==> src/rtl/pfcf_pkg.sv <==
package pfcf_pkg;
  localparam int IDX_W = 9;
  localparam int FAC_W = 6;
  localparam int SEL_W = 3;
  localparam int ADDR_W = IDX_W + 1;

  typedef enum logic [1:0] {ST_IDLE, ST_RD, ST_WR, ST_DONE} seq_st_t;

  typedef struct packed {
    logic             ok;
    logic             cf;
    logic [IDX_W-1:0] len;
    logic [IDX_W-1:0] ka;
    logic [IDX_W-1:0] kb;
    logic [IDX_W-1:0] kc;
    logic [IDX_W-1:0] kd;
    logic [FAC_W-1:0] fc;
    logic [FAC_W-1:0] fm;
  } map_cfg_t;

  function automatic map_cfg_t mk_cfg(input int n, input int c, input int m,
                                      input int a, input int b, input int cc,
                                      input int d, input bit cf);
    map_cfg_t r;
    r.ok  = 1'b1;
    r.cf  = cf;
    r.len = IDX_W'(n);
    r.ka  = IDX_W'(a);
    r.kb  = IDX_W'(b);
    r.kc  = IDX_W'(cc);
    r.kd  = IDX_W'(d);
    r.fc  = FAC_W'(c);
    r.fm  = FAC_W'(m);
    return r;
  endfunction

  // Input steps (ka per element, kb per row); output steps (kc per row, kd per element).
  function automatic map_cfg_t map_lookup(input logic [SEL_W-1:0] code);
    map_cfg_t r;
    case (code)
      3'd0:    r = mk_cfg(288, 32,  9,  9, 32, 225,  64, 1'b0);
      3'd1:    r = mk_cfg(256, 16, 16, 16,  1,   1,  16, 1'b1);
      3'd2:    r = mk_cfg(176, 16, 11, 11, 16,  33, 144, 1'b0);
      3'd3:    r = mk_cfg(112, 16,  7,  7, 16,  49,  64, 1'b0);
      3'd4:    r = mk_cfg( 27,  9,  3,  3,  1,   1,   9, 1'b1);
      3'd5:    r = mk_cfg(480, 32, 15, 15, 32, 225, 256, 1'b0);
      3'd6:    r = mk_cfg( 60, 12,  5,  5, 12,  25,  36, 1'b0);
      default: r = '0;
    endcase
    return r;
  endfunction

  // Modular add with one conditional subtract; both operands below n.
  function automatic logic [IDX_W-1:0] mod_add(input logic [IDX_W-1:0] x,
                                               input logic [IDX_W-1:0] y,
                                               input logic [IDX_W-1:0] n);
    logic [IDX_W:0] s;
    s = {1'b0, x} + {1'b0, y};
    if (s >= {1'b0, n}) s = s - {1'b0, n};
    return s[IDX_W-1:0];
  endfunction
endpackage

==> src/rtl/pfcf_cfg_reg.sv <==
module pfcf_cfg_reg
  import pfcf_pkg::*;
(
  input  logic             clk,
  input  logic             rst_n,
  input  logic [SEL_W-1:0] sel,
  input  logic             load,
  output logic             sel_ok,
  output map_cfg_t         cfg
);
  map_cfg_t sel_cfg;
  assign sel_cfg = map_lookup(sel);
  assign sel_ok  = sel_cfg.ok;

  always_ff @(posedge clk) begin
    if (!rst_n)    cfg <= '0;
    else if (load) cfg <= sel_cfg;
  end

  assert_cfg_valid_R1: assert property (@(posedge clk) disable iff (!rst_n)
    load |=> (cfg.ok && (cfg.len == IDX_W'(cfg.fc) * IDX_W'(cfg.fm))));
endmodule

==> src/rtl/pfcf_mod_acc.sv <==
module pfcf_mod_acc
  import pfcf_pkg::*;
(
  input  logic             clk,
  input  logic             rst_n,
  input  logic             clear,
  input  logic             row_step,
  input  logic             el_step,
  input  logic [IDX_W-1:0] row_inc,
  input  logic [IDX_W-1:0] el_inc,
  input  logic [IDX_W-1:0] modn,
  output logic [IDX_W-1:0] idx
);
  logic [IDX_W-1:0] base;
  logic [IDX_W-1:0] next_base;
  assign next_base = mod_add(base, row_inc, modn);

  always_ff @(posedge clk) begin
    if (!rst_n || clear) begin
      base <= '0;
      idx  <= '0;
    end else if (row_step) begin
      base <= next_base;
      idx  <= next_base;
    end else if (el_step) begin
      idx <= mod_add(idx, el_inc, modn);
    end
  end

  assert_idx_below_len_R12: assert property (@(posedge clk) disable iff (!rst_n)
    (modn != '0) |-> (idx < modn));
endmodule

==> src/rtl/pfcf_seq.sv <==
module pfcf_seq
  import pfcf_pkg::*;
(
  input  logic             clk,
  input  logic             rst_n,
  input  logic             go,
  input  logic [FAC_W-1:0] fc,
  input  logic [FAC_W-1:0] fm,
  output logic             busy,
  output logic             rd_on,
  output logic             wr_on,
  output logic             done,
  output logic             pass,
  output logic [FAC_W-1:0] row,
  output logic [FAC_W-1:0] elem,
  output logic             ev_row_end,
  output logic             ev_pass_end
);
  seq_st_t          st;
  logic [FAC_W-1:0] rows_n;
  logic [FAC_W-1:0] len_n;
  logic             last_el;
  logic             last_row;

  assign rows_n      = pass ? fc : fm;
  assign len_n       = pass ? fm : fc;
  assign last_el     = (elem == len_n - FAC_W'(1));
  assign last_row    = (row == rows_n - FAC_W'(1));
  assign ev_row_end  = (st == ST_WR) && last_el && !last_row;
  assign ev_pass_end = (st == ST_WR) && last_el && last_row && !pass;

  assign busy  = (st != ST_IDLE);
  assign rd_on = (st == ST_RD);
  assign wr_on = (st == ST_WR);
  assign done  = (st == ST_DONE);

  always_ff @(posedge clk) begin
    if (!rst_n) begin
      st   <= ST_IDLE;
      pass <= 1'b0;
      row  <= '0;
      elem <= '0;
    end else begin
      case (st)
        ST_IDLE: if (go) begin
          st   <= ST_RD;
          pass <= 1'b0;
          row  <= '0;
          elem <= '0;
        end
        ST_RD: begin
          if (last_el) begin
            st   <= ST_WR;
            elem <= '0;
          end else begin
            elem <= elem + FAC_W'(1);
          end
        end
        ST_WR: begin
          if (last_el) begin
            elem <= '0;
            if (!last_row) begin
              row <= row + FAC_W'(1);
              st  <= ST_RD;
            end else if (!pass) begin
              pass <= 1'b1;
              row  <= '0;
              st   <= ST_RD;
            end else begin
              st <= ST_DONE;
            end
          end else begin
            elem <= elem + FAC_W'(1);
          end
        end
        default: begin
          st   <= ST_IDLE;
          pass <= 1'b0;
          row  <= '0;
        end
      endcase
    end
  end

  assert_counters_bound_R2: assert property (@(posedge clk) disable iff (!rst_n)
    (rd_on || wr_on) |-> (row < rows_n && elem < len_n));
  assert_done_single_R8: assert property (@(posedge clk) disable iff (!rst_n)
    done |=> (!busy && !done));
endmodule

==> src/rtl/pfcf_index_gen.sv <==
module pfcf_index_gen
  import pfcf_pkg::*;
(
  input  logic              clk,
  input  logic              rst_n,
  input  logic              start,
  input  logic [SEL_W-1:0]  len_sel,
  output logic              busy,
  output logic              err,
  output logic              done,
  output logic              rd_en,
  output logic [ADDR_W-1:0] rd_addr,
  output logic              wr_en,
  output logic [ADDR_W-1:0] wr_addr,
  output logic              pass,
  output logic [FAC_W-1:0]  row,
  output logic [FAC_W-1:0]  elem,
  output logic              tw_req,
  output logic [IDX_W-1:0]  tw_exp
);
  map_cfg_t         cfg;
  logic             sel_ok;
  logic             go;
  logic             ev_row_end;
  logic             ev_pass_end;
  logic             acc_clear;
  logic [IDX_W-1:0] rd_idx;
  logic [IDX_W-1:0] wr_idx;
  logic [IDX_W-1:0] rd_row_inc;
  logic [IDX_W-1:0] rd_el_inc;
  logic [IDX_W-1:0] wr_row_inc;
  logic [IDX_W-1:0] wr_el_inc;
  logic [IDX_W-1:0] tw_acc;
  logic             err_q;

  assign go        = start && !busy && sel_ok;
  assign acc_clear = go || ev_pass_end;

  // Pass 0: input map on reads, linear intermediate on writes; pass 1 the reverse.
  assign rd_el_inc  = pass ? IDX_W'(cfg.fc) : cfg.ka;
  assign rd_row_inc = pass ? IDX_W'(1)      : cfg.kb;
  assign wr_el_inc  = pass ? cfg.kd         : IDX_W'(1);
  assign wr_row_inc = pass ? cfg.kc         : IDX_W'(cfg.fc);

  pfcf_cfg_reg u_cfg (
    .clk(clk), .rst_n(rst_n), .sel(len_sel), .load(go), .sel_ok(sel_ok), .cfg(cfg)
  );

  pfcf_seq u_seq (
    .clk(clk), .rst_n(rst_n), .go(go), .fc(cfg.fc), .fm(cfg.fm),
    .busy(busy), .rd_on(rd_en), .wr_on(wr_en), .done(done), .pass(pass),
    .row(row), .elem(elem), .ev_row_end(ev_row_end), .ev_pass_end(ev_pass_end)
  );

  pfcf_mod_acc u_rd_acc (
    .clk(clk), .rst_n(rst_n), .clear(acc_clear), .row_step(ev_row_end),
    .el_step(rd_en), .row_inc(rd_row_inc), .el_inc(rd_el_inc),
    .modn(cfg.len), .idx(rd_idx)
  );

  pfcf_mod_acc u_wr_acc (
    .clk(clk), .rst_n(rst_n), .clear(acc_clear), .row_step(ev_row_end),
    .el_step(wr_en), .row_inc(wr_row_inc), .el_inc(wr_el_inc),
    .modn(cfg.len), .idx(wr_idx)
  );

  // Twiddle exponent grows by the row number on each pass-0 write.
  always_ff @(posedge clk) begin
    if (!rst_n || go || ev_row_end) tw_acc <= '0;
    else if (wr_en && !pass)        tw_acc <= mod_add(tw_acc, IDX_W'(row), cfg.len);
  end

  always_ff @(posedge clk) begin
    if (!rst_n) err_q <= 1'b0;
    else        err_q <= start && !busy && !sel_ok;
  end

  assign err     = err_q;
  assign rd_addr = rd_en ? {pass, rd_idx} : '0;
  assign wr_addr = wr_en ? {!pass, wr_idx} : '0;
  assign tw_req  = wr_en && !pass && cfg.cf;
  assign tw_exp  = tw_req ? tw_acc : '0;

  assert_first_read_R2: assert property (@(posedge clk) disable iff (!rst_n)
    go |=> (rd_en && rd_addr == '0 && !pass));
  assert_one_event_R2: assert property (@(posedge clk) disable iff (!rst_n)
    $onehot0({rd_en, wr_en, done}));
  assert_tw_cf_only_R7: assert property (@(posedge clk) disable iff (!rst_n)
    tw_req |-> (cfg.cf && cfg.ok && !pass && wr_en));
  assert_err_quiet_R9: assert property (@(posedge clk) disable iff (!rst_n)
    err |-> (!busy && !rd_en && !wr_en && !done));
  assert_start_ignored_R10: assert property (@(posedge clk) disable iff (!rst_n)
    (busy && !done) |=> $stable(cfg));
endmodule

==> config.mk <==
export PLATFORM = sky130hd
export DESIGN_NAME = pfcf_index_gen
export DESIGN_NICKNAME = d
export VERILOG_FILES = /design/src/rtl/pfcf_pkg.sv /design/src/rtl/pfcf_cfg_reg.sv /design/src/rtl/pfcf_mod_acc.sv /design/src/rtl/pfcf_seq.sv /design/src/rtl/pfcf_index_gen.sv
export SDC_FILE = /design/constraint.sdc
export NUM_CORES = 1
export LEC_CHECK = 0
export ABC_AREA = 0
export BUFFER_PORTS_ARGS = -buffer_cell sky130_fd_sc_hd__buf_2
export CORE_UTILIZATION = 63
export CTS_BUF_LIST = sky130_fd_sc_hd__clkbuf_16
export DETAILED_ROUTE_END_ITERATION = 8
export GPL_TIMING_DRIVEN = 0
export PLACE_DENSITY = 0.94
export SYNTH_ARGS = -nofsm -noshare
export SYNTH_HDL_FRONTEND = slang
export SYNTH_SLANG_ARGS = --single-unit
==> constraint.sdc <==
create_clock -name clk -period 5.3 [get_ports clk]
set_clock_uncertainty 0.2 [all_clocks]
set_input_delay 1.06 -clock clk [delete_from_list [all_inputs] [get_ports clk]]
set_output_delay 1.06 -clock clk [all_outputs]
set_load 0.03 [all_outputs]
* After elaboration in Yosys (flattened, before gate mapping)
Cells that the tools add are included.
** Word-level totals
- Register bits after elaboration :: 119
- Bits in latches :: 0
- Memory bits (writable) :: 0
- ROM bits :: 0
- Bits of input ports :: 6
- Output and inout port bits :: 48
- Logic and storage cells :: 119
- Memories kept :: 0
** Operators by class
- $add $sub $neg :: 14
- Multipliers :: 0
- Div/mod/pow operators :: 0
- Order comparisons :: 5
- Equal/unequal tests :: 16
- Shift-type cells :: 0
- Mux-type cells :: 36
- Bitwise gates (word level) :: 1
- Reduce and logical (&&, ||, !) cells :: 29
** Operators by type and width (number)
- one-hot mux 59 bit (7 select lines) :: 1
- 2-to-1 mux 9 bit :: 14
- greater-or-equal comparator 10 x 9 -> 1 bit :: 5
- subtractor 9 bit :: 5
- 2-to-1 mux 6 bit :: 7
- adder 9 x 9 -> 10 bit :: 4
- 2-to-1 mux 10 bit :: 2
- one-hot mux 6 bit (3 select lines) :: 1
- adder 6 x 1 -> 6 bit, second input constant :: 2
- equality test 6 bit :: 2
- one-hot mux 6 bit (2 select lines) :: 1
- subtractor 6 x 1 -> 6 bit, second input constant :: 2
- adder 9 x 6 -> 10 bit :: 1
- 2-to-1 mux 2 bit :: 5
- equality test 3 bit, second input constant :: 3
- logical AND 1 bit :: 9
- AND reduction 4 bit :: 2
- nonzero test 2 bit :: 4
- equality test 3 x 2 -> 1 bit, second input constant :: 2
- != test 2 x 1 -> 1 bit, second input constant :: 3
- one-hot mux 2 bit (3 select lines) :: 1
- zero test 1 bit :: 5
- equality test 2 bit, second input constant :: 2
- logical OR 1 bit :: 4
- other kinds (12) :: 14

* Longest topological paths before layout
Gate-level depths: netlist of run 1.
- Word-level depth :: 8
- Depth in mapped cells :: 22
- Gate-level depth less buffers :: 19

* Cells and area by module
From an unflattened synthesis of run 1, not the netlist that was laid out.
** Second synthesis, totals
- Cells, all modules :: 1118
- Area total of the unflattened synthesis :: 9130.0 um^2
** By module, submodules not included
- pfcf_mod_acc at u_wr_acc :: times used 1, cells an instance 288, area each 2336.0 um^2, sequential area each 360.3 um^2
- pfcf_mod_acc at u_rd_acc :: times used 1, cells an instance 293, area each 2318.5 um^2, sequential area each 360.3 um^2
- pfcf_index_gen :: times used 1, cells an instance 220, area each 1681.6 um^2, sequential area each 200.2 um^2
- pfcf_seq :: times used 1, cells an instance 166, area each 1446.4 um^2, sequential area each 300.3 um^2
- pfcf_cfg_reg :: times used 1, cells an instance 151, area each 1347.5 um^2, sequential area each 480.5 um^2

* Least setup slack after synthesis of run 1
No wires, ideal clock.
- Path type :: register to register
- Start point :: register u_seq.pass
- End point :: register u_rd_acc.idx[8]
- Setup time :: 0.122 ns
- Arrival time :: 4.588 ns
- Required time :: 4.978 ns
- Setup slack :: 0.390 ns
- Cell stages (with the launch flop) :: 22
- Path buffers :: 3
- Period minus slack after synthesis :: 4.910 ns
- Cell sequence :: dfxtp_1 buf_4 buf_2 inv_1 a21oi_1 inv_1 ha_1 ha_1 or3_1 o22ai_1 o21bai_1 a21oi_1 xnor2_1 ha_1 nand4_1 nor2_1 nor2_1 a311oi_1 o21ba_2 buf_2 a2111o_1 o311a_1
** On the way
- Longest elaborated chain between the ends :: 8
- Elaborated cells between the ends (all ways) :: 27
- Those cells by class :: add/sub: 6; order compare: 2; eq/ne: 2; mux: 8; reduce/logical: 9
** RTL lines
- start: declaration :: line pfcf_seq.sv:13 : output logic pass,
- start signal: assignment :: line pfcf_seq.sv:40 : pass <= 1'b0;
- start signal: assignment :: line pfcf_seq.sv:47 : pass <= 1'b0;
- start signal: assignment :: line pfcf_seq.sv:66 : pass <= 1'b1;
- branches (longest 8 deep; another with adder 9 x 9 -> 10 bit)
- end signal: assignment :: line pfcf_mod_acc.sv:24 : idx <= next_base;
- end signal: assignment :: line pfcf_mod_acc.sv:26 : idx <= mod_add(idx, el_inc, modn);
- end: declaration :: line pfcf_mod_acc.sv:12 : output logic [IDX_W-1:0] idx
Parallel ways; which one is timed is not known. The select of a mux whose other input is x is not followed.
A chain may end at the register's enable or synchronous reset.

* Final worst setup path of run 1
- Start point :: register u_seq.pass
- End point :: register u_rd_acc.idx[4]
Same word-level chain as after synthesis.

==> flow_metrics.tcl, run 1 <==
set metrics [dict create \
    p_leak_nw 4.023 \
    min_from "u_rd_acc.base[0]$_SDFFE_PP0P_" \
    initial_core_util_pct 65.60 \
    place_hpwl_um 17220 \
    vias 8480 \
    cp_common_cell "ha_1" \
    yosysSeqAreaShare_pct 21.24 \
    nNetsFinal 1170 \
    timing.rr.end "u_rd_acc.idx[4]$_SDFFE_PP0P_" \
    max_stage_delay_ps 420 \
    cts-htree-levels 3 \
    postPlaceCellArea_um2 8487 \
    die-area_um2 13170 \
    drv_cap 0 \
    place.gp.congestion 0.9688 \
    async_flop_share_pct 0 \
    clk_pin_slew_ps 70 \
    place_inst 1223 \
    endpoint_kind "register" \
    holdPathStages 2 \
    ys_ff_latch 85 \
    rr_worst_depth 22 \
    tightest_slew_ps 922.5 \
    cts_root_buf "clkbuf_16" \
    synth_warnings 0 \
    clock_path_buffers 2 \
    slew_headroom_pct 38.09 \
    status "finished, final reports clean" \
    port_buffers 53 \
    fp.coreArea_um2 12210 \
    gr-total-overflow 0 \
    syn_inst 1002 \
    holdBufCountCts 0 \
    hold_violations 0 \
    cp_cell_sequence "buf_4, clkbuf_4, inv_1, a21oi_2, inv_1, ha_1, ha_1, or3_1, o22ai_1, o21bai_1, a21oi_2, xnor2_1, ha_1, nand4_1, nor2_1, nor2_1, a311oi_2, o21ba_2, buf_2, mux2i_1, a21oi_1, a31o_2" \
    finalMaxSlewViolations 0 \
    synth_cell_type_count 80 \
    cp.arrival_ps 5290 \
    hold_end "u_rd_acc.base[0]$_SDFFE_PP0P_" \
    cts_tree "done" \
    worstSetupPathType "reg2reg" \
    clkLatencyLatePin_ps 350 \
    area_growth_pct 11.21 \
    drtPass1Iterations 7 \
    die_y_um 114.8 \
    drc 0 \
    synth_area_um2 8011 \
    drive_above_1_share_pct 13.25 \
    io_pins 54 \
    wl_um 24530 \
    crit_slowest_cell "dfxtp_2" \
    clock_sinks 85 \
    layout_min_cycle_time_ps 5252 \
    antenna_found_initial 0 \
    reg2reg_slack_ps 50 \
    period_share_pct 99.09 \
    layout_commonest_cell "nor2_1" \
    grt_pass1_wl_um 37140 \
    grt_pass1_vias 7681 \
    crit_required_ps 5340 \
    setup_viol 0 \
    mostFrequentLayoutCells "nor2_1 (97), dfxtp_1 (84), ha_1 (82)" \
    final_cell_count_no_fill 1247 \
    fp-row-count 40 \
    grt_max_degree 14 \
    cts_buffers 9 \
    grt_usage_pct 35.77 \
    ir_drop_v 0.0003028 \
    synthesis.nets 1096 \
    drt.antenna.violating_nets 0 \
    vias_per_cell 6.800 \
    worstHoldPathType "reg2reg" \
    die_w_um 114.8 \
    start_kind "register" \
    design_area_um2 8910 \
    r2r-start "u_seq.pass$_SDFFE_PN0P_" \
    synth.avg_cell_area_um2 7.995 \
    crit_fanout 10 \
    drtIter0Drc 1059 \
    powerDensity_nw_per_um2 479.5 \
    fmax_mhz 190.4 \
    routedWlPerCell_um 19.67 \
    antenna_cells 0 \
    synth_edf_count 0 \
    synth_ff_type "dfxtp_1" \
]
-- per-stage QoR --
stage	power (W)	setup WS [ps]	TNS (ps)	utilization [%]	hold WS (ps)
floorplan	0.002830	389.9	0	-	240.2
global placement	0.003271	-41.81	-77.90	69.50	249.8
detailed placement	0.003357	-207.6	-1367	69.50	263.8
CTS	0.004018	6.761	0	72.13	272.5
global route	0.004497	-125.5	-525.6	72.96	307.1
finish	0.004272	48.14	0	72.96	277.8
-- power breakdown --
part | internal (W) | switching (W) | total, W
clock | 0.000358 | 0.000271 | 0.000629
sequential | 0.000725 | 0.000101 | 0.000826
combinational | 0.00118 | 0.00164 | 0.00282
-- timing repair --
action                                  4_1_cts  5_1_grt
cloned                                        0        0
endpoints found under the setup margin       19       26
setup buffers                                 3        7
endpoints found under the hold margin         0        0
pin swaps                                     1        4
resized for setup                             6       15
-- layer usage --
metal | vias to the layer above | global-route usage (%) | part of all wire (%) | routed length [um]
met4 | 0 | 17.84 | 5.3 | 1290
met5 | - | 0 | 0 | 0
met3 | 126 | 6.695 | 11 | 2591
met2 | 548 | 58.71 | 46 | 11220
li1 | 3835 | - | - | -
met1 | 3971 | 45.16 | 38 | 9425
-- critical path: cells and delay by family, from the launching register on --
kind | cells | cell delay, ps
XOR/XNOR | 1 | 120
adder cells (fa/ha/maj) | 3 | 790
AND/OR/NAND/NOR | 4 | 710
multiplexers | 1 | 230
AO/OA/AOI/OAI | 8 | 1820
buffers and inverters | 5 | 840
flip-flops | 1 | 420
-- state kept, by name, indices dropped and copies added (netlist names) --
register	cells
tw_acc	9
u_seq.row	6
u_wr_acc.base	9
u_wr_acc.idx	9
u_seq.pass	1
u_cfg.cfg	24
u_seq.elem	6
err	1
u_rd_acc.idx	9
u_seq.st	2
u_rd_acc.base	9
-- cells in the mapped netlist, types with 22 or more instances --
cell      count  share of area (%)
xnor2_1      57                6.2
nand3_1      22                1.4
a211oi_1     33                3.1
dfxtp_1      85                 21
nor2_1       97                4.5
and2_1       29                2.3
mux2i_1      27                3.4
and3_1       22                1.7
xor2_1       26                2.8
o21ai_0      56                3.5
inv_1        46                2.2
ha_1         82                 13
nand2_1      60                2.8
a21oi_1      69                4.3
-- how the worst max path moves through the flow --
stage	startpoint	to	slack (ps)	depth (start not counted)
6_report	u_seq.pass$_SDFFE_PN0P_	u_rd_acc.idx[4]$_SDFFE_PP0P_	50	22
5_1_grt	u_seq.pass$_SDFFE_PN0P_	u_rd_acc.idx[4]$_SDFFE_PP0P_	-130	22
4_1_cts	u_seq.pass$_SDFFE_PN0P_	u_wr_acc.idx[6]$_SDFFE_PP0P_	7	19
3_5_place_dp	u_seq.pass$_SDFFE_PN0P_	u_rd_acc.idx[4]$_SDFFE_PP0P_	-210	22
3_3_place_gp	u_seq.pass$_SDFFE_PN0P_	u_rd_acc.idx[8]$_SDFFE_PP0P_	-40	21
2_1_floorplan	u_seq.pass$_SDFFE_PN0P_	u_rd_acc.idx[8]$_SDFFE_PP0P_	390	21
-- cells by family (layout without fill, tap and decap cells) --
family / count (synthesis) / count (layout) / share of synthesized area (%)
flip-flops: 85 / 85 / 21.24
multiplexers: 36 / 36 / 4.638
adder cells (fa/ha/maj): 90 / 90 / 14.56
buffers and inverters: 86 / 163 / 4.482
AND/OR/NAND/NOR: 315 / 315 / 19.65
AO/OA/AOI/OAI: 307 / 307 / 26.36
XOR/XNOR: 83 / 83 / 9.074
-- cell type report --
type | count | area (um2)
Buffer | 39 | 193.9
Clock buffer | 9 | 225.2
Clock inverter | 5 | 53.80
Fill cell | 872 | 3302
Inverter | 47 | 180.2
Multi-Input combinational cell | 831 | 6003
Sequential cell | 85 | 1703
Tap cell | 168 | 210.2
Timing Repair Buffer | 63 | 340.3
(Power assumes the default switching activity.)
==> run 2, diff against run 1 <==
- PLACE_DENSITY: 0.94 -> 0.93
- SYNTH_HIERARCHICAL: unset -> 1
==> run 2 against run 1 <==
Register-to-register slack gained 310 ps. Maximum frequency grew 6.2%. Global-route usage down 1.8 points. Critical path type unchanged.
==> flow_metrics.tcl, run 2 <==
set metrics [dict create \
    die_w_um 122.3 \
    layout_commonest_cell "ha_1" \
    gr-total-overflow 0 \
    start_kind "register" \
    setup_viol 0 \
    port_buffers 53 \
    initial_core_util_pct 65.21 \
    drc 0 \
    layout_min_cycle_time_ps 4946 \
    drv_cap 0 \
    grt_usage_pct 33.96 \
    holdBufCountCts 0 \
    clk_pin_slew_ps 70 \
    combPwrFrac_pct 63.6 \
    max_stage_delay_ps 580 \
    crit_buf_inv 4 \
    cts-htree-levels 3 \
    vias_per_cell 6.405 \
    fmax_mhz 202.2 \
    wl_um 25020 \
    final_cell_count_no_fill 1379 \
    seqPwrFrac_pct 20.7 \
    switching_share_pct 47.02 \
    antenna_cells 0 \
    worstHoldPathType "reg2reg" \
    drtPass1Iterations 5 \
    nNetsFinal 1308 \
    powerDensity_nw_per_um2 400.0 \
    rsz0062_at_grt "false" \
    crit_required_ps 5360 \
    grt_pass1_vias 8270 \
    die_y_um 122.3 \
    utilization_pct 71.32 \
    cts_root_buf "clkbuf_16" \
    p_sw_w 0.001876 \
    mostFrequentLayoutCells "ha_1 (98), dfxtp_1 (84), a21oi_1 (72)" \
    cts_buffers 9 \
    fp-row-count 43 \
    place_inst 1363 \
    slew_headroom_pct 24.79 \
    dp_slack_ps -530.2 \
    io_pins 54 \
    clock_sinks 85 \
    cts_tree "done" \
    cp.arrival_ps 5000 \
    drt.antenna.violating_nets 0 \
    endpoint_kind "register" \
    drtIter0Drc 768 \
    p_clk_share_pct 15.7 \
    regMostFlops "u_cfg/cfg" \
    grt_max_degree 21 \
    cp_cell_sequence "buf_4, buf_6, nand2b_1, ha_1, fa_1, a21oi_1, o21ai_0, or4_2, a31oi_1, xnor2_1, ha_1, inv_1, o31ai_2, a31oi_2, a21boi_4, buf_6, mux2i_1, nand2_1, a221oi_1" \
    syn_inst 1117 \
    cts_setup_buffers 0 \
    crit_fanout 10 \
    finalMaxSlewViolations 0 \
    tightest_slew_ps 1126 \
    p_leak_nw 4.536 \
    crit_family "compound AO/OA/AOI/OAI gates" \
    vias 8832 \
    grt_pass1_wl_um 40070 \
    hold-worst-slack_ps 267.2 \
    routedWlPerCell_um 18.15 \
    place.gp.congestion 0.9654 \
    p_int_w 0.002114 \
    synth_area_um2 9122 \
    fp.coreArea_um2 13990 \
    crit_slowest_cell "or4_2" \
    area_growth_pct 9.368 \
    place_hpwl_um 18840 \
    status "finished, final reports clean" \
    antenna_found_initial 0 \
    largest_reg_flops 24 \
    period_share_pct 93.31 \
    clkLatencyLatePin_ps 360 \
    hold_violations 0 \
    final.setup.worst_slack_ps 354.3 \
    synth_warnings 6 \
    synth.avg_cell_area_um2 8.167 \
    drive_above_1_share_pct 14.93 \
    die-area_um2 14970 \
    clock_path_buffers 2 \
    worstSetupPathType "reg2reg" \
    ir_drop_v 0.0003849 \
]
## run 2: final cells by class
type / count / area [um2]
clock inverter: 7 / 58.81
buffer: 70 / 490.5
tap: 180 / 225.2
clock buffer: 9 / 225.2
multi-input combinational: 916 / 6785
inverter: 59 / 224.0
timing repair buffer: 53 / 265.3
sequential: 85 / 1703
fill: 1052 / 4011
## run 2: worst paths after layout
| check | start | end | slack (ps) | cells after the start |
|---|---|---|---|---|
| hold / removal | u_wr_acc/base[4]$_SDFFE_PP0P_ | u_wr_acc/base[4]$_SDFFE_PP0P_ | 270 | 1 |
| hold reg to reg | u_wr_acc/base[4]$_SDFFE_PP0P_ | u_wr_acc/base[4]$_SDFFE_PP0P_ | 270 | 1 |
| setup reg to reg | u_seq/pass$_SDFFE_PN0P_ | u_wr_acc/idx[0]$_SDFFE_PP0P_ | 350 | 19 |
| setup / recovery | u_seq/pass$_SDFFE_PN0P_ | u_wr_acc/idx[0]$_SDFFE_PP0P_ | 350 | 19 |
## run 2: worst reg2reg max path: cells and delay by family (launching register included)
family | cells | cell delay [ps]
AO/OA/AOI/OAI | 7 | 1460
adder cells (fa/ha/maj) | 3 | 1000
AND/OR/NAND/NOR | 3 | 750
buffers and inverters | 4 | 700
flip-flops | 1 | 380
XOR/XNOR | 1 | 190
multiplexers | 1 | 190
## run 2: per-layer routing
metal / vias to the layer above / part of all wire (%) / global-route usage (%)
li1: 4171 / - / -
met1: 4136 / 41 / 41.54
met2: 434 / 47 / 56.46
met3: 91 / 7.1 / 5.297
met4: 0 / 4.8 / 19.51
met5: - / 0 / 0
## run 2: stage by stage
| stage | area (um2) | total power (W) | TNS [ps] |
|---|---|---|---|
| after CTS | 9952 | 0.003921 | 0 |
| final | 9977 | 0.003991 | 0 |
| after floorplan | 9171 | 0.002778 | 0 |
| after detailed placement | 9662 | 0.003280 | -4365 |
| after global placement | 9662 | 0.003204 | -3092 |
| after global routing | 9977 | 0.004229 | 0 |
## run 2: what timing repair did
action	in CTS	in global routing
pin swaps	0	1
setup endpoints to repair	18	30
hold endpoints to repair	0	0
gates resized for setup	5	10
## run 2: power by group through the flow
stage	sequential [W]	combinational (W)	clock, W
after floorplan	0.000800	0.00198	0
after global placement	0.000834	0.00237	0
after detailed placement	0.000837	0.00244	0
after CTS	0.000822	0.00247	0.000629
after global routing	0.000837	0.00274	0.000654
final	0.000827	0.00254	0.000626
